`src/rtl/bytewd_pkg.sv`:
```
package bytewd_pkg;
  localparam int ADDR_W = 3;
  localparam int CNT_W  = 16;
  localparam int EXP_W  = 4;

  localparam int MODE_EXP   = 0;
  localparam int MODE_SEC8  = 1;
  localparam int MODE_SEC16 = 2;

  localparam logic [ADDR_W-1:0] A_CTRL    = 3'd0;
  localparam logic [ADDR_W-1:0] A_CAUSE   = 3'd1;
  localparam logic [ADDR_W-1:0] A_TO_LO   = 3'd2;
  localparam logic [ADDR_W-1:0] A_TO_HI   = 3'd3;
  localparam logic [ADDR_W-1:0] A_LEFT_LO = 3'd4;
  localparam logic [ADDR_W-1:0] A_LEFT_HI = 3'd5;
endpackage

```
`src/rtl/bytewd_prescale.sv`:
```
module bytewd_prescale #(
  parameter int TICKS_PER_MS = 50000,
  parameter int MS_PER_SEC   = 1000,
  parameter bit SEC_UNITS    = 1'b1
) (
  input  logic clk,
  input  logic rst_n,
  input  logic restart_i,
  input  logic run_i,
  output logic unit_tick_o
);
  localparam int CYC_W = (TICKS_PER_MS > 1) ? $clog2(TICKS_PER_MS) : 1;
  localparam int MS_W  = (MS_PER_SEC > 1) ? $clog2(MS_PER_SEC) : 1;

  logic [CYC_W-1:0] cyc_q, cyc_d;
  logic             ms_tick;

  assign ms_tick = run_i && (cyc_q == CYC_W'(TICKS_PER_MS - 1));

  always_comb begin
    if (restart_i || !run_i || ms_tick) cyc_d = '0;
    else                                cyc_d = cyc_q + 1'b1;
  end

  always_ff @(posedge clk or negedge rst_n) begin
    if (!rst_n) cyc_q <= '0;
    else        cyc_q <= cyc_d;
  end

  generate
    if (SEC_UNITS) begin : g_sec
      logic [MS_W-1:0] ms_q, ms_d;
      logic            ms_last;
      assign ms_last = (ms_q == MS_W'(MS_PER_SEC - 1));
      always_comb begin
        ms_d = ms_q;
        if (restart_i || !run_i) ms_d = '0;
        else if (ms_tick)        ms_d = ms_last ? '0 : ms_q + 1'b1;
      end
      always_ff @(posedge clk or negedge rst_n) begin
        if (!rst_n) ms_q <= '0;
        else        ms_q <= ms_d;
      end
      assign unit_tick_o = ms_tick && ms_last;
    end else begin : g_ms
      assign unit_tick_o = ms_tick;
    end
  endgenerate
endmodule

```
`src/rtl/bytewd_counter.sv`:
```
module bytewd_counter import bytewd_pkg::*; #(
  parameter int PULSE_W = 16
) (
  input  logic             clk,
  input  logic             rst_n,
  input  logic             load_i,
  input  logic [CNT_W-1:0] load_val_i,
  input  logic             run_i,
  input  logic             stop_i,
  input  logic             unit_tick_i,
  output logic [CNT_W-1:0] count_o,
  output logic             expire_o,
  output logic             rst_pulse_o
);
  localparam int PW_W = $clog2(PULSE_W + 1);

  logic [CNT_W-1:0] cnt_q, cnt_d;
  logic [PW_W-1:0]  pcnt_q, pcnt_d;
  logic             adv;

  assign adv      = run_i && unit_tick_i && !load_i && !stop_i;
  assign expire_o = adv && (cnt_q == CNT_W'(1));

  always_comb begin
    cnt_d = cnt_q;
    if (load_i)   cnt_d = load_val_i;
    else if (adv) cnt_d = cnt_q - 1'b1;
  end

  always_comb begin
    pcnt_d = pcnt_q;
    if (expire_o)            pcnt_d = PW_W'(PULSE_W);
    else if (pcnt_q != '0)   pcnt_d = pcnt_q - 1'b1;
  end

  always_ff @(posedge clk or negedge rst_n) begin
    if (!rst_n) begin
      cnt_q  <= '0;
      pcnt_q <= '0;
    end else begin
      cnt_q  <= cnt_d;
      pcnt_q <= pcnt_d;
    end
  end

  assign count_o     = cnt_q;
  assign rst_pulse_o = (pcnt_q != '0);

  AST_ARMED_NONZERO: assert property (@(posedge clk) disable iff (!rst_n)
    run_i |-> (cnt_q != '0));
  AST_PULSE_FOLLOWS: assert property (@(posedge clk) disable iff (!rst_n)
    expire_o |=> rst_pulse_o);
endmodule

```
`src/rtl/bytewd_regs.sv`:
```
module bytewd_regs import bytewd_pkg::*; #(
  parameter int MODE = MODE_SEC16
) (
  input  logic              clk,
  input  logic              rst_n,
  input  logic              wr_i,
  input  logic              rd_i,
  input  logic [ADDR_W-1:0] addr_i,
  input  logic [7:0]        wdata_i,
  input  logic [CNT_W-1:0]  count_i,
  input  logic              expire_i,
  output logic [7:0]        rdata_o,
  output logic              en_o,
  output logic              load_o,
  output logic              stop_o,
  output logic [CNT_W-1:0]  load_val_o
);
  logic       en_q, en_d, cause_q, cause_d;
  logic [7:0] lo_q, lo_d, hi_q, hi_d, stage_q, stage_d, shadow_q, shadow_d;
  logic       wr_ctrl, start, ping, cause_clr;
  logic [15:0] to_word;

  assign wr_ctrl   = wr_i && (addr_i == A_CTRL);
  assign start     = wr_ctrl && wdata_i[0] && !en_q;
  assign ping      = wr_ctrl && wdata_i[0] && wdata_i[1] && en_q;
  assign stop_o    = wr_ctrl && !wdata_i[0];
  assign load_o    = start || ping;
  assign cause_clr = wr_i && (addr_i == A_CAUSE) && wdata_i[0];
  assign to_word   = {hi_q, lo_q};
  assign en_o      = en_q;

  always_comb begin
    if (MODE == MODE_EXP)       load_val_o = CNT_W'(1) << lo_q[EXP_W-1:0];
    else if (MODE == MODE_SEC8) load_val_o = (lo_q == 8'd0) ? CNT_W'(1) : CNT_W'(lo_q);
    else                        load_val_o = (to_word == 16'd0) ? CNT_W'(1) : CNT_W'(to_word);
  end

  always_comb begin
    en_d     = en_q;
    cause_d  = cause_q;
    lo_d     = lo_q;
    hi_d     = hi_q;
    stage_d  = stage_q;
    shadow_d = shadow_q;
    if (start)                    en_d = 1'b1;
    else if (stop_o || expire_i)  en_d = 1'b0;
    if (expire_i)                 cause_d = 1'b1;
    else if (cause_clr)           cause_d = 1'b0;
    if (wr_i && addr_i == A_TO_LO) begin
      if (MODE == MODE_EXP)       lo_d = {{(8-EXP_W){1'b0}}, wdata_i[EXP_W-1:0]};
      else if (MODE == MODE_SEC8) lo_d = wdata_i;
      else                        stage_d = wdata_i;
    end
    if (MODE == MODE_SEC16 && wr_i && addr_i == A_TO_HI) begin
      hi_d = wdata_i;
      lo_d = stage_q;
    end
    if (MODE == MODE_SEC16 && rd_i && addr_i == A_LEFT_LO) shadow_d = count_i[15:8];
  end

  always_ff @(posedge clk or negedge rst_n) begin
    if (!rst_n) begin
      en_q     <= 1'b0;
      cause_q  <= 1'b0;
      lo_q     <= '0;
      hi_q     <= '0;
      stage_q  <= '0;
      shadow_q <= '0;
    end else begin
      en_q     <= en_d;
      cause_q  <= cause_d;
      lo_q     <= lo_d;
      hi_q     <= hi_d;
      stage_q  <= stage_d;
      shadow_q <= shadow_d;
    end
  end

  always_comb begin
    rdata_o = '0;
    case (addr_i)
      A_CTRL:    rdata_o = {7'd0, en_q};
      A_CAUSE:   rdata_o = {7'd0, cause_q};
      A_TO_LO:   rdata_o = lo_q;
      A_TO_HI:   rdata_o = (MODE == MODE_SEC16) ? hi_q : 8'd0;
      A_LEFT_LO: rdata_o = (MODE == MODE_EXP) ? 8'd0 : count_i[7:0];
      A_LEFT_HI: rdata_o = (MODE == MODE_SEC16) ? shadow_q : 8'd0;
      default:   rdata_o = '0;
    endcase
  end

  AST_EXPIRY_DISARMS: assert property (@(posedge clk) disable iff (!rst_n)
    expire_i |=> !en_q);
  AST_CAUSE_STICKY: assert property (@(posedge clk) disable iff (!rst_n)
    (cause_q && !cause_clr) |=> cause_q);
  AST_CAUSE_ON_EXPIRY: assert property (@(posedge clk) disable iff (!rst_n)
    expire_i |=> cause_q);
  AST_LOW_BYTE_STAGED: assert property (@(posedge clk) disable iff (!rst_n)
    ((MODE == MODE_SEC16) && wr_i && addr_i == A_TO_LO) |=> $stable(to_word));
endmodule

```
`src/rtl/byte_watchdog.sv`:
```
module byte_watchdog import bytewd_pkg::*; #(
  parameter int MODE         = MODE_SEC16,
  parameter int TICKS_PER_MS = 50000,
  parameter int MS_PER_SEC   = 1000,
  parameter int PULSE_W      = 16
) (
  input  logic              clk,
  input  logic              rst_n,
  input  logic              bus_wr,
  input  logic              bus_rd,
  input  logic [ADDR_W-1:0] bus_addr,
  input  logic [7:0]        bus_wdata,
  output logic [7:0]        bus_rdata,
  output logic              wdt_rst_o
);
  localparam bit SEC_UNITS = (MODE != MODE_EXP);

  logic [1:0]       sync_q;
  logic             rst_int_n;
  logic             en, load, stop, unit_tick, expire;
  logic [CNT_W-1:0] load_val, count;

  always_ff @(posedge clk or negedge rst_n) begin
    if (!rst_n) sync_q <= 2'b00;
    else        sync_q <= {sync_q[0], 1'b1};
  end
  assign rst_int_n = sync_q[1];

  bytewd_regs #(.MODE(MODE)) u_regs (
    .clk(clk), .rst_n(rst_int_n), .wr_i(bus_wr), .rd_i(bus_rd),
    .addr_i(bus_addr), .wdata_i(bus_wdata), .count_i(count),
    .expire_i(expire), .rdata_o(bus_rdata), .en_o(en), .load_o(load),
    .stop_o(stop), .load_val_o(load_val)
  );

  bytewd_prescale #(
    .TICKS_PER_MS(TICKS_PER_MS), .MS_PER_SEC(MS_PER_SEC), .SEC_UNITS(SEC_UNITS)
  ) u_pre (
    .clk(clk), .rst_n(rst_int_n), .restart_i(load), .run_i(en),
    .unit_tick_o(unit_tick)
  );

  bytewd_counter #(.PULSE_W(PULSE_W)) u_cnt (
    .clk(clk), .rst_n(rst_int_n), .load_i(load), .load_val_i(load_val),
    .run_i(en), .stop_i(stop), .unit_tick_i(unit_tick), .count_o(count),
    .expire_o(expire), .rst_pulse_o(wdt_rst_o)
  );
endmodule

```
`config.mk`:
```
export PLATFORM = sky130hd
export DESIGN_NAME = byte_watchdog
export DESIGN_NICKNAME = d
export VERILOG_FILES = /design/src/rtl/bytewd_pkg.sv /design/src/rtl/bytewd_prescale.sv /design/src/rtl/bytewd_counter.sv /design/src/rtl/bytewd_regs.sv /design/src/rtl/byte_watchdog.sv
export SDC_FILE = /design/constraint.sdc
export NUM_CORES = 1
export LEC_CHECK = 0
export ABC_AREA = 1
export BUFFER_PORTS_ARGS = -buffer_cell sky130_fd_sc_hd__buf_2
export CORE_UTILIZATION = 47
export DETAILED_ROUTE_END_ITERATION = 8
export PLACE_DENSITY = 0.75
export REMOVE_ABC_BUFFERS = 1
export SKIP_LAST_GASP = 1
export SLEW_MARGIN = 15
export SYNTH_ARGS = -nofsm -noshare
export SYNTH_HDL_FRONTEND = slang
export SYNTH_HIERARCHICAL = 1
export SYNTH_SLANG_ARGS = --single-unit
export TNS_END_PERCENT = 20
```
`constraint.sdc`:
```
create_clock -name clk -period 2.4 [get_ports clk]
set_input_delay 0 -clock clk [delete_from_list [all_inputs] [get_ports clk]]
set_output_delay 0 -clock clk [all_outputs]
set_load 0.02 [all_outputs]
```
Word level (Yosys, flattened, before mapping)
Cells that the tools add are included.
W data, S select, Z words.
{"block": "classes", "n_eq_ne": 8, "n_reduce_logical": 33, "muxes": 14, "addsub": 4}
{"operator": "$mux W16", "n": 4}
{"operator": "$pmux W8 S6", "n": 1}
{"operator": "$mux W10", "n": 3}
{"operator": "$logic_and A1 B1 Y1", "n": 17}
{"operator": "$add A16 B1 Y16 const B", "n": 1}
{"operator": "$eq A16 B1 Y1 const B", "n": 1}
{"operator": "$eq A16 B16 Y1 const B", "n": 1}
{"operator": "$logic_not A16 Y1", "n": 1}
{"operator": "$sub A16 B1 Y16 const B", "n": 1}
{"operator": "$add A10 B1 Y10 const B", "n": 1}
{"operator": "$eq A10 B10 Y1 const B", "n": 1}
{"operator": "$mux W5", "n": 2}
{"operator": "$reduce_bool A2 Y1", "n": 5}
{"operator": "$eq A3 B2 Y1 const B", "n": 2}
{"operator": "$eq A3 B3 Y1 const B", "n": 2}
{"operator": "$reduce_bool A5 Y1", "n": 1}
{"operator": "$sub A5 B1 Y5 const B", "n": 1}
{"operator": "$logic_not A1 Y1", "n": 4}
{"operator": "$logic_or A1 B1 Y1", "n": 4}
{"operator": "$mux W1", "n": 4}
{"operator": "$eq A3 B1 Y1 const B", "n": 1}
{"operator": "$logic_not A3 Y1", "n": 1}
{"block": "totals", "regBits": 83, "output_inout_bits": 9, "word_cells": 70}

Logic depth before layout (Yosys ltp)
Gate-level depths: netlist of the first run.
{"block": "depth", "ltp_word": 13, "ltp_mapped": 14}

Cells and area by module
The synthesis of the first run kept the hierarchy.
{"mod": "bytewd_regs", "cells_per_inst": 241, "seq_area_each_um2": 850.8, "n_inst": 1, "area_each_um2": 1856.8}
{"mod": "bytewd_prescale", "cells_per_inst": 218, "seq_area_each_um2": 650.6, "n_inst": 1, "area_each_um2": 1589.0}
{"mod": "bytewd_counter", "cells_per_inst": 223, "seq_area_each_um2": 525.5, "n_inst": 1, "area_each_um2": 1492.7}
{"mod": "byte_watchdog", "cells_per_inst": 3, "seq_area_each_um2": 50.0, "n_inst": 1, "area_each_um2": 53.8}

Least setup slack after synthesis of the first run
OpenSTA, ideal clock, no wires.
{"block": "synth_timing", "kind": "register -> register", "startpoint": "reg u_pre.cyc_q[0]", "endpoint": "reg u_regs.en_q, in the netlist u_regs/en_o", "t_arrival_ns": 1.799, "path_buffers": 0, "path_slack_ns": 0.487, "path_stages_with_launch": 15, "t_required_ns": 2.286, "path_cell_list": "dfrtp_1 ha_1 nand2_2 inv_2 nand2_2 inv_2 nand3_2 nor3_1 nand3_2 nor2_1 nand4_2 inv_1 nand2_1 nand2_1 nor2_1"}
{"block": "synth_between", "elab_chain_cells": 9}
{"item": "from (decl)", "line_no": "bytewd_prescale.sv:15", "text": "logic [CYC_W-1:0] cyc_q, cyc_d;"}
{"item": "from (signal assigned)", "line_no": "bytewd_prescale.sv:27", "text": "else cyc_q <= cyc_d;"}
{"item": "$eq A16 B16 Y1", "line_no": "bytewd_prescale.sv:18", "text": "assign ms_tick = run_i && (cyc_q == CYC_W'(TICKS_PER_MS - 1));"}
{"item": "$logic_and A1 B1 Y1", "line_no": "bytewd_prescale.sv:18"}
{"item": "$logic_and A1 B1 Y1", "line_no": "bytewd_prescale.sv:44", "text": "assign unit_tick_o = ms_tick && ms_last;"}
{"item": "via unit_tick", "line_no": "byte_watchdog.sv:20", "text": "logic en, load, stop, unit_tick, expire;"}
{"item": "$logic_and A1 B1 Y1 (3 in a row)", "line_no": "bytewd_counter.sv:21", "text": "assign adv = run_i && unit_tick_i && !load_i && !stop_i;"}
{"item": "$logic_and A1 B1 Y1", "line_no": "bytewd_counter.sv:22", "text": "assign expire_o = adv && (cnt_q == CNT_W'(1));"}
{"item": "via expire", "line_no": "byte_watchdog.sv:20"}
{"item": "$logic_or A1 B1 Y1", "line_no": "bytewd_regs.sv:46", "text": "else if (stop_o || expire_i) en_d = 1'b0;"}
{"item": "$reduce_bool A2 Y1 (no line)"}
{"item": "to (signal assigned)", "line_no": "bytewd_regs.sv:70", "text": "en_q <= en_d;"}
{"item": "to (decl)", "line_no": "bytewd_regs.sv:18", "text": "logic en_q, en_d, cause_q, cause_d;"}
The timed path passes the listed nets, and every way through them passes these cells.
A chain may end at the register's enable or synchronous reset.

Worst setup path after layout of the first run
{"block": "layout_timing", "startpoint": "reg u_pre.cyc_q[0]", "endpoint": "reg u_cnt.cnt_q[8], in the netlist u_cnt/count_o[8]"}
{"block": "layout_between", "elab_chain_cells": 7}
{"item": "$eq A16 B16 Y1", "line_no": "bytewd_prescale.sv:18"}
{"item": "$logic_and A1 B1 Y1", "line_no": "bytewd_prescale.sv:18"}
{"item": "$logic_and A1 B1 Y1", "line_no": "bytewd_prescale.sv:44"}
{"item": "via unit_tick", "line_no": "byte_watchdog.sv:20"}
{"item": "$logic_and A1 B1 Y1 (3 in a row)", "line_no": "bytewd_counter.sv:21"}
{"item": "$reduce_bool A2 Y1 (no line)"}
{"item": "to (signal assigned)", "line_no": "bytewd_counter.sv:41", "text": "cnt_q <= cnt_d;"}
{"item": "to (decl)", "line_no": "bytewd_counter.sv:17", "text": "logic [CNT_W-1:0] cnt_q, cnt_d;"}
The timed path passes the listed nets, and every way through them passes these cells.

==> summary.md, run 1 <==
| Metric | Value |
|---|---|
| Post-placement worst setup slack | `162 ps` |
| Width of the die | `105 microns` |
| GP Congestion | `0.989` |
| Final standard cell utilization of the core | `53.0%` |
| Total Negative Setup Slacks | `0 ps` |
| Initial core utilization | `48.4%` |
| Cells along the critical path | `ha_1 > nand2_2 > inv_2 > nand2_2 > inv_2 > nand3_2 > nor3_1 > nand3_2 > nand2_2 > inv_1 > nand2_1 > nand2_1 > inv_1 > nand2_1` |
| Fraction of layout cells with a size suffix above 1 | `13.5%` |
| Setup crit end kind | `flop` |
| Sequential element share of the synthesized area | `41.6%` |
| Leakage power total | `2.73 nW` |
| DR vias | `4465` |
| Unique masters post-synth | `37` |
| Cell internal pwr | `2.51 mW` |
| Final Max Tran Viols | `0` |
| Wire length after detailed routing | `11400 microns` |
| Type of origin of the critical path | `flop` |
| Most common library cell in the layout ignoring fill and taps | `nand2_1` |
| Fill cell count | `942` |
| Path category of the worst min-delay check | `input pin to flop` |
| Number of antenna violations at the first check in global routing | `0` |
| Crit Path Category | `flop to flop` |
| Setup repair after global routing missed its margin | `yes` |
| Slew at the pin closest to its max-slew limit | `674 ps` |
| Number of failing hold endpoints at the final stage | `0` |
| Remaining number of nets flagged by the antenna check after routing | `0` |
| Clock Tree Buf Depth | `2` |
| Flops & latches, synth | `83` |
| DRC viols | `0` |
| Mapped cell area | `4990 sq um` |
| Wire length of the first global-routing pass | `19400 microns` |
| Synth-to-layout area growth | `9.62%` |
| Switching power as a share of total power | `35.1%` |
| Clock insertion delay at the later pin of the skew report | `370 ps` |
| Post-detailed-placement half-perimeter wirelength | `8390 microns` |
| Number of H-tree levels | `3` |
| Clock tree from TritonCTS | `built` |
| Number of detailed-routing iterations run before antenna repair | `6` |
| Worst R2R Path Depth | `14` |
| Clk slew on worst S/H paths | `90 ps` |
| Largest net degree at the start of global routing | `47` |
| Total clock buffers created by CTS | `9` |
| Worst reg2reg path startpoint | `u_pre/cyc_q[0]` |
| Most frequent cells in the layout | `nand2_1, inv_1, dfrtp_1` |
| Clock Skews | `14.9 ps` |
| Clock sink total | `83` |
| Clock root buffer | `clkbuf_8` |
| Die area | `11000 sq um` |
| Floorplan row count | `37` |
| Yosys top cell area share | `41.6%` |
| Maximum single-stage delay on the critical path | `390 ps` |
| Largest area contributor in the netlist | `dfrtp_1` |
| Setup slack after layout | `173 ps` |
| Fraction of power consumed by the clock network | `27.5%` |
| Outcome | `complete, no violations` |
| Total area of sequential cells | `2080 sq um` |
| Post-CTS Setup Repair Bufs | `0` |
| Total routing resource utilization after global routing | `22.4%` |
| Hold path cells | `3` |
| CORE AREA | `10300 sq um` |
| Relative slew slack | `54.9%` |
| Number of I/O port buffers | `23` |
| Warnings from Yosys | `6` |
| Synth area leaders | `dfrtp_1, nand2_1, nand3_1` |
| Final-report setup violation count | `0` |
| Startpoint of the worst hold path | `bus_wr` |
| Count of routing violations after the opening detailed-route iteration | `398` |
| Logic gate share of total power | `23.2%` |
| Average routed wire per standard cell | `13.5 microns` |
| Top-level port count | `24` |
| Crit-path max FO | `16` |
| Endpoint of the lowest-slack register-to-register path | `u_cnt/count_o[8]` |
| Vias in the first global route | `4135` |
| Layout Nets | `725` |
| Sequential group share of total power | `49.4%` |
| CP Data Required Time | `2660 ps` |
| Slowest CP cell | `dfrtp_1` |
| Minimum setup slack among reg-to-reg paths | `170 ps` |
| Areal power density over the cells | `706 nW/um^2` |
| Max-cap violations | `0` |
| Arrival time worst endpoint | `2480 ps` |
| Total inserted antenna cells | `0` |
| P_sw | `1.36 mW` |
| Peak supply drop | `441 uV` |
| Terminating pin of the worst hold path | `u_regs/stage_q[3]` |
| Number of instances in the synthesized netlist | `685` |
| Average size of a mapped cell | `7.29 sq um` |
| Ratio of final minimum period to clock period | `92.8%` |
| Total congestion overflow | `0` |
| Die height | `105 microns` |
| Multi-input combinational cell area | `2360 sq um` |
| Vias/cell | `5.28` |
| Post-route minimum period | `2230 ps` |
| Max Clk Rate | `0.449 GHz` |
==> power by group through the flow <==
stage	Clock [mW]	Combinational (mW)	Sequential, mW
CTS	1.08	0.887	1.90
detailed placement	0	0.869	1.93
global route	1.15	1.02	1.95
global placement	0	0.843	1.92
floorplan	0	0.644	1.85
finish	1.06	0.895	1.91
==> kinds of logic after synthesis <==
family | Yosys count | synth area share [%]
flops | 83 | 41.6
xor+xnor | 11 | 1.93
buf+inv | 127 | 11.1
compound gates | 58 | 6.29
simple gates | 400 | 37.7
fa+ha+maj | 5 | 1.25
other cells | 1 | 0.0751
==> flip-flops by register name (all words and copies together) (netlist names) <==
register	count
u_cnt/count_o	16
u_pre/cyc_q	16
u_pre/g_sec.ms_q	10
u_regs/hi_q	8
u_regs/lo_q	8
u_regs/shadow_q	8
u_regs/stage_q	8
u_cnt/pcnt_q	5
sync_q	2
u_regs/cause_q	1
u_regs/en_o	1
==> synth_stat cells <==
| cell type | n |
|---|---|
| a21oi_1 | 4 |
| a31o_2 | 1 |
| buf_2 | 5 |
| buf_4 | 2 |
| buf_6 | 8 |
| clkbuf_1 | 16 |
| clkbuf_4 | 1 |
| conb_1 | 1 |
| dfrtp_1 | 83 |
| ha_1 | 5 |
| inv_1 | 89 |
| inv_2 | 6 |
| nand2_1 | 187 |
| nand2_2 | 8 |
| nand2_4 | 2 |
| nand3_1 | 69 |
| nand3_2 | 6 |
| nand3b_2 | 1 |
| nand4_1 | 23 |
| nand4_2 | 1 |
| nor2_1 | 67 |
| nor2_2 | 6 |
| nor2_4 | 6 |
| nor2_8 | 1 |
| nor3_1 | 16 |
| nor3_2 | 1 |
| nor3_4 | 2 |
| nor3b_2 | 2 |
| nor4_1 | 1 |
| o211ai_1 | 1 |
| o21ai_0 | 37 |
| o21ai_1 | 9 |
| o21ai_2 | 3 |
| o21bai_1 | 2 |
| o22ai_1 | 1 |
| or2_2 | 1 |
| xor2_1 | 11 |
==> metal layers <==
layer	global-route usage [%]	wire length [microns]	vias up
met3	3.74	804	27
met1	30.5	5120	2059
met2	35.1	5200	173
li1	-	-	2206
met5	0	0	-
met4	9.86	320	0
==> timing repair <==
action | 4_1_cts | 5_1_grt
setup endpoints to repair | 0 | 8
hold endpoints to repair | 18 | 0
hold buffers | 10 | 0
gates resized for setup | 0 | 0
==> per-stage QoR <==
step	hold WS [ps]	cells	power [mW]	cell area (sq um)
after global placement	-215	820	2.76	5160
after floorplan	-296	653	2.49	4790
after detailed placement	-213	820	2.80	5160
after CTS	0.871	846	3.88	5470
after global routing	21.0	846	4.11	5470
final	7.25	846	3.87	5470
==> worst max path at each step <==
stage                                   start               end  slack, ps  cells past startpoint
after floorplan                     sync_q[1]  u_cnt/count_o[0]        -80                      0
after global placement    u_pre/g_sec.ms_q[0]  u_cnt/count_o[9]        300                     10
after detailed placement  u_pre/g_sec.ms_q[0]  u_cnt/count_o[8]        160                     12
after CTS                      u_pre/cyc_q[0]  u_cnt/count_o[8]        130                     14
after global routing      u_pre/g_sec.ms_q[0]  u_cnt/count_o[8]        -70                     12
final                          u_pre/cyc_q[0]  u_cnt/count_o[8]        170                     14
==> final cells by class <==
| type | count | area share [%] |
|---|---|---|
| clock buffers | 12 | 3.02 |
| well taps | 136 | 3.11 |
| repair buffers | 41 | 5.26 |
| inverters | 95 | 6.52 |
| flip-flops and latches | 83 | 38.0 |
| clock inverters | 4 | 0.869 |
| multi-input cells | 475 | 43.2 |
==> critical path, delay by kind of cell, from the launching register on <==
family                     cells  cell delay, ps
adders and majority gates      1             210
buffers and inverters          4             340
DFF                            1             390
and+or+nand+nor                9            1190
No activity file was read; power rests on OpenSTA's default activity.
==> run 2: changes to the inputs <==
--- a/config.mk
+++ b/config.mk
@@ -6,13 +6,13 @@
 export NUM_CORES = 1
 export LEC_CHECK = 0
 export ABC_AREA = 1
-export BUFFER_PORTS_ARGS = -buffer_cell sky130_fd_sc_hd__buf_2
+export BUFFER_PORTS_ARGS = -buffer_cell sky130_fd_sc_hd__clkbuf_2
 export CORE_UTILIZATION = 47
 export DETAILED_ROUTE_END_ITERATION = 8
-export PLACE_DENSITY = 0.75
+export PLACE_DENSITY_LB_ADDON = 0.15
 export REMOVE_ABC_BUFFERS = 1
 export SKIP_LAST_GASP = 1
-export SLEW_MARGIN = 15
+export SLEW_MARGIN = 20
 export SYNTH_ARGS = -nofsm -noshare
 export SYNTH_HDL_FRONTEND = slang
 export SYNTH_HIERARCHICAL = 1
==> summary.md, run 2 (synthesis gave the netlist of run 1 again) <==
| Metric | Value |
|---|---|
| Outcome | `complete, no violations` |
| Post-Route Hold Slack | `68.4 ps (+61.2 ps)` |
| Clock tree from TritonCTS | `built` |
| Type of origin of the critical path | `flop` |
| Total routing resource utilization after global routing | `23.3% (+0.91 points)` |
| Most numerous cell on the critical path | `nand2_1` |
| Sequential group share of total power | `49.3% (about the same)` |
| Switching power as a share of total power | `36.8% (+1.7 points)` |
| Most common library cell in the layout ignoring fill and taps | `nand2_1` |
| Initial core utilization | `48.4% (unchanged)` |
| Number of failing hold endpoints at the final stage | `0 (unchanged)` |
| Fill cell count | `1007 (+6.9%)` |
| Total Negative Setup Slacks | `0 ps (unchanged)` |
| Wire length on met1 | `5740 microns (+12%)` |
| Clock root buffer | `clkbuf_8` |
| CP Data Required Time | `2680 ps (+20 ps)` |
| Post-detailed-placement half-perimeter wirelength | `8410 microns (+0.20%)` |
| Relative slew slack | `49.4% (-5.4 points)` |
| Vias in the first global route | `4083 (-1.3%)` |
| Vias/cell | `5.17 (-2.1%)` |
| Synth-to-layout area growth | `9.90%` |
| Count of routing violations after the opening detailed-route iteration | `411 (+3.3%)` |
| Clock sink total | `83 (unchanged)` |
| Top-level port count | `24 (unchanged)` |
| Leakage power total | `2.73 nW (about the same)` |
| Clk slew on worst S/H paths | `90 ps (about the same)` |
| CORE AREA | `10300 sq um (unchanged)` |
| Number of I/O port buffers | `23 (unchanged)` |
| Floorplan row count | `37 (unchanged)` |
| Cells along the critical path | `ha_1 > nand2_1 > inv_1 > nand3_1 > nor3_2 > nand3_2 > nor2_1 > nand4_2 > inv_1 > nand2_1 > nand2_1 > nor2_1` |
| Setup repair after global routing missed its margin | `no` |
| Clock insertion delay at the later pin of the skew report | `380 ps (about the same)` |
| Met2 Wirelength | `5140 microns (-1.1%)` |
| Fraction of power consumed by the clock network | `27.8% (+0.3 points)` |
| Total clock buffers created by CTS | `9 (unchanged)` |
| Average routed wire per standard cell | `13.8 microns (+2.0%)` |
| Fraction of layout cells with a size suffix above 1 | `13.9% (+0.40 points)` |
| Layout Nets | `726 (+0.14%)` |
| Wire length of the first global-routing pass | `20100 microns (+3.4%)` |
| Multi-input combinational cell area | `2370 sq um (+0.42%)` |
| Logic gate share of total power | `22.9% (-0.3 points)` |
| Setup crit end kind | `flop` |
| Remaining number of nets flagged by the antenna check after routing | `0 (unchanged)` |
| Max Clk Rate | `0.466 GHz (+3.7%)` |
| Crit Path Category | `flop to flop` |
| DRC viols | `0 (unchanged)` |
| Most frequent cells in the layout | `nand2_1, inv_1, dfrtp_1` |
| Slowest CP cell | `dfrtp_2` |
| Placed cells | `821 (+0.12%)` |
| Crit-path max FO | `8 (-8)` |
| Topmost layer with routed signal wires | `met4` |
| P_sw | `1.42 mW (+4.9%)` |
| Final Max Tran Viols | `0 (unchanged)` |
| Arrival time worst endpoint | `2430 ps (-50 ps)` |
| Post-route minimum period | `2150 ps (-80.4 ps)` |
| Maximum single-stage delay on the critical path | `440 ps (+50 ps)` |
| DR vias | `4377 (-2.0%)` |
| Ratio of final minimum period to clock period | `89.4% (-3.3 points)` |
| Max-cap violations | `0 (unchanged)` |
| Final-report setup violation count | `0 (unchanged)` |
| Largest net degree at the start of global routing | `43 (-8.5%)` |
| GP Congestion | `0.921 (-6.9%)` |
| Die area | `11000 sq um (unchanged)` |
| Number of H-tree levels | `3 (unchanged)` |
| Peak supply drop | `546 uV (+24%)` |
| Number of antenna violations at the first check in global routing | `0 (unchanged)` |
| Non-filler cells in the finished layout | `847 (+0.12%)` |
| Cell internal pwr | `2.45 mW (-2.6%)` |
| Die height | `105 microns (unchanged)` |
| Slew at the pin closest to its max-slew limit | `756 ps (+81.5 ps)` |
| Wire length after detailed routing | `11700 microns (+2.1%)` |
| Path category of the worst min-delay check | `input pin to flop` |
| Total inserted antenna cells | `0 (unchanged)` |
| Total congestion overflow | `0 (unchanged)` |
| Width of the die | `105 microns (unchanged)` |
| Total area of sequential cells | `2080 sq um (about the same)` |
| Areal power density over the cells | `705 nW/um^2 (-0.19%)` |
| Wire length on met3 | `643 microns (-20%)` |
| Clock Tree Buf Depth | `2 (unchanged)` |
| Number of detailed-routing iterations run before antenna repair | `6 (unchanged)` |
| Clock Skews | `10.4 ps (-4.47 ps)` |
[run 2: cell types whose count changed in the layout (fill, tap and decap cells not counted), moves of 2 or more]
cell	previous run	this run
buf_2	23	0
clkbuf_2	0	23
clkbuf_8	12	9
inv_6	0	3
clkinv_2	2	0
[run 2: final cells by class]
class,count,area share (%)
inverters,95,6.50
well taps,136,3.10
clock buffers,9,2.26
multi-input cells,475,43.3
repair buffers,42,5.38
clock inverters,7,1.53
flip-flops and latches,83,37.9
[run 2: worst paths after layout]
check | start | end | slack (ps) | cells past startpoint
max | u_pre/g_sec.ms_q[0] | u_regs/en_o | 250 | 12
min reg2reg | sync_q[1] | u_regs/stage_q[0] | 330 | 0
min in group asynchronous | sync_q[1] | u_regs/stage_q[0] | 330 | 0
max in group asynchronous | sync_q[1] | u_cnt/count_o[11] | 1440 | 1
min | bus_wr | u_regs/stage_q[7] | 70 | 3
max reg2reg | u_pre/g_sec.ms_q[0] | u_regs/en_o | 250 | 12
[run 2: timing repair]
item                                    CTS  global route
resized for setup                         0             3
hold buffers                             10             0
setup buffers                             0             0
endpoints found under the setup margin    0            19
hold endpoints to repair                 18             0
[run 2: through the flow]
stage / cell area [sq um] / power [mW] / util [%] / worst slack [ps]
floorplan: 4790 / 2.49 / - / -82.9
global placement: 5170 / 2.78 / 50.1 / 226
detailed placement: 5170 / 2.80 / 50.1 / 93.3
CTS: 5480 / 3.90 / 53.0 / 81.3
global route: 5490 / 4.14 / 53.1 / 2.96
finish: 5490 / 3.87 / 53.1 / 253
[run 2: power groups by stage]
stage / Sequential [mW] / Combinational, mW / Clock, mW
final: 1.91 / 0.885 / 1.08
after global routing: 1.95 / 1.03 / 1.16
after CTS: 1.91 / 0.884 / 1.11
after detailed placement: 1.93 / 0.870 / 0
after global placement: 1.93 / 0.855 / 0
after floorplan: 1.85 / 0.644 / 0
[run 2: critical path: cells and delay by family (launching register included)]
| kind | cells | cell delay (ps) |
|---|---|---|
| DFF | 1 | 440 |
| adders and majority gates | 1 | 200 |
| buffers and inverters | 2 | 200 |
| and+or+nand+nor | 9 | 1210 |
[run 2: routing by layer]
metal	vias to the layer above	GRT usage (%)
li1	2202	-
met1	2053	33.6
met2	110	34.5
met3	12	5.74
met4	0	6.84
met5	-	0
==> run 3: changes to the inputs <==
--- a/config.mk
+++ b/config.mk
@@ -7,6 +7,7 @@
 export LEC_CHECK = 0
 export ABC_AREA = 1
 export BUFFER_PORTS_ARGS = -buffer_cell sky130_fd_sc_hd__clkbuf_2
+export CORE_MARGIN = 2
 export CORE_UTILIZATION = 47
 export DETAILED_ROUTE_END_ITERATION = 8
 export PLACE_DENSITY_LB_ADDON = 0.15
==> summary.md, run 3 (synthesis gave the netlist of run 1 again) <==
| Metric | Value |
|---|---|
| Total Negative Setup Slacks | `0 ps (unchanged)` |
| Total clock buffers created by CTS | `9 (unchanged)` |
| Number of detailed-routing iterations run before antenna repair | `5 (-1)` |
| Max-cap violations | `0 (unchanged)` |
| Fraction of layout cells with a size suffix above 1 | `13.4% (-0.52 points)` |
| Post-route minimum period | `2100 ps (-50.0 ps)` |
| Vias in the first global route | `4026 (-1.4%)` |
| CORE AREA | `10300 sq um (unchanged)` |
| Wire length of the first global-routing pass | `19900 microns (-0.89%)` |
| Layout Nets | `725 (-0.14%)` |
| Clock Tree Buf Depth | `2 (unchanged)` |
| Design Area, Final | `5450 sq um (-0.64%)` |
| Number of antenna violations at the first check in global routing | `0 (unchanged)` |
| Total area of sequential cells | `2080 sq um (unchanged)` |
| Most common library cell in the layout ignoring fill and taps | `nand2_1` |
| Largest net degree at the start of global routing | `43 (unchanged)` |
| Leakage power total | `2.71 nW (-0.47%)` |
| Multi-input combinational cell area | `2370 sq um (-0.21%)` |
| Peak supply drop | `337 uV (-38%)` |
| Slew at the pin closest to its max-slew limit | `694 ps (-61.5 ps)` |
| Clock root buffer | `clkbuf_8` |
| Floorplan row count | `37 (unchanged)` |
| Setup repair after global routing missed its margin | `no` |
| Number of I/O port buffers | `23 (unchanged)` |
| Maximum single-stage delay on the critical path | `390 ps (-50 ps)` |
| Clock Skews | `6.84 ps (-3.61 ps)` |
| Gate family responsible for the most delay along the worst path | `simple AND/OR/NAND/NOR gates` |
| Outcome | `complete, no violations` |
| Most frequent cells in the layout | `nand2_1, inv_1, dfrtp_1` |
| Crit Path Category | `flop to flop` |
| Slowest CP cell | `dfrtp_1` |
| Clk slew on worst S/H paths | `80 ps (about the same)` |
| Fill cell count | `1016 (+0.89%)` |
| Max Clk Rate | `0.477 GHz (+2.4%)` |
| Die area | `11500 sq um (+3.8%)` |
| Vias/cell | `5.22 (+0.95%)` |
| GP Congestion | `0.881 (-4.3%)` |
| Final Max Tran Viols | `0 (unchanged)` |
| Number of failing hold endpoints at the final stage | `0 (unchanged)` |
| Remaining number of nets flagged by the antenna check after routing | `0 (unchanged)` |
| Placed Area | `5160 sq um (-0.15%)` |
| Top-level port count | `24 (unchanged)` |
| Clock sink total | `83 (unchanged)` |
| Die height | `107 microns (+1.9%)` |
| Path category of the worst min-delay check | `input pin to flop` |
| Total inserted antenna cells | `0 (unchanged)` |
| Clock insertion delay at the later pin of the skew report | `350 ps (-30 ps)` |
| CP Data Required Time | `2650 ps (-30 ps)` |
| Buffering stage count on the worst path with inverters included | `4 (+2)` |
| Cells along the critical path | `ha_1 > nand2_2 > inv_2 > nand2_2 > inv_2 > nand3_2 > nor3_2 > nand3_2 > nand2_2 > inv_1 > nand2_1 > nand2_1 > inv_1 > nand2_1` |
| Total congestion overflow | `0 (unchanged)` |
| Average routed wire per standard cell | `14.0 microns (+1.4%)` |
| Clock tree from TritonCTS | `built` |
| DR vias | `4408 (+0.71%)` |
| Areal power density over the cells | `694 nW/um^2 (-1.6%)` |
| Post-detailed-placement half-perimeter wirelength | `8410 microns (about the same)` |
| Wire length after detailed routing | `11800 microns (+1.2%)` |
| Final-report setup violation count | `0 (unchanged)` |
| Type of origin of the critical path | `flop` |
| Synth-to-layout area growth | `9.20%` |
| Setup crit end kind | `flop` |
| Crit-path max FO | `16 (+8)` |
| Total routing resource utilization after global routing | `22.0% (-1.3 points)` |
| Width of the die | `107 microns (+1.9%)` |
| Ratio of final minimum period to clock period | `87.4% (-2.1 points)` |
| Arrival time worst endpoint | `2350 ps (-80 ps)` |
| DRC viols | `0 (unchanged)` |
| Count of routing violations after the opening detailed-route iteration | `408 (-0.73%)` |
| Relative slew slack | `53.6% (+4.1 points)` |
| Initial core utilization | `48.4% (unchanged)` |
| Number of H-tree levels | `3 (unchanged)` |
==> run 3: cell types whose count changed in the layout (fill, tap and decap cells not counted), sizes merged <==
cell	change
clkbuf	+3
clkinvlp	-1
buf	-1
inv	-4
clkinv	+1
==> run 3: worst reg2reg max path, stage by stage (launching register included) <==
cell	delay, ps
dfrtp_1	390
ha_1	200
nand2_2	90
inv_2	70
nand2_2	60
inv_2	90
nand3_2	110
nor3_2	190
nand3_2	190
nand2_2	290
inv_1	120
nand2_1	70
nand2_1	50
inv_1	50
nand2_1	40
==> run 3: routing by layer <==
metal	part of all wire (%)	global-route usage, %	vias up
met1	49	33.6	2039
met5	0	0	-
li1	-	-	2205
met4	1.4	7.61	0
met3	5.5	2.92	16
met2	44	31.9	148
==> run 3: layout make-up <==
cell class	instances	area share, %
Clock buffer	12	2.66
Clock inverter	3	0.734
Inverter	95	6.54
Multi-Input combinational cell	475	43.5
Sequential cell	83	38.2
Tap cell	136	3.12
Timing Repair Buffer	41	5.28
==> run 3: worst paths after layout <==
kind	slack (ps)	cells past startpoint	startpoint	to
min in group asynchronous	320	0	sync_q[1]	u_regs/stage_q[4]
worst max-delay path	300	14	u_pre/cyc_q[0]	u_cnt/count_o[7]
worst min-delay path	100	3	bus_wr	u_regs/stage_q[3]
worst min register to register	320	0	sync_q[1]	u_regs/stage_q[4]
max in group asynchronous	1430	1	sync_q[1]	u_pre/g_sec.ms_q[0]
worst max register to register	300	14	u_pre/cyc_q[0]	u_cnt/count_o[7]
==> run 3: repair_timing <==
item	in CTS	in global routing
buffers inserted	0	0
gates resized for setup	0	2
endpoints found under the hold margin	18	0
hold buffers	10	0
setup endpoints to repair	0	4
==> run 3: power by group <==
| group | switching, mW | leakage (nW) | internal (mW) | total (mW) |
|---|---|---|---|---|
| clock | 0.483 | 0.0962 | 0.502 | 0.985 |
| combinational | 0.574 | 1.55 | 0.315 | 0.890 |
| sequential | 0.277 | 1.07 | 1.63 | 1.91 |
==> run 3: per-stage QoR <==
step	power [mW]	hold WS (ps)	util, %	cells	setup slack, ps
after CTS	3.81	94.3	52.7	845	151
after global placement	2.79	-215	50.0	820	265
after floorplan	2.49	-296	-	653	-82.9
after global routing	4.05	125	52.8	845	67.8
final	3.78	98.9	52.8	845	303
after detailed placement	2.80	-209	50.0	820	198
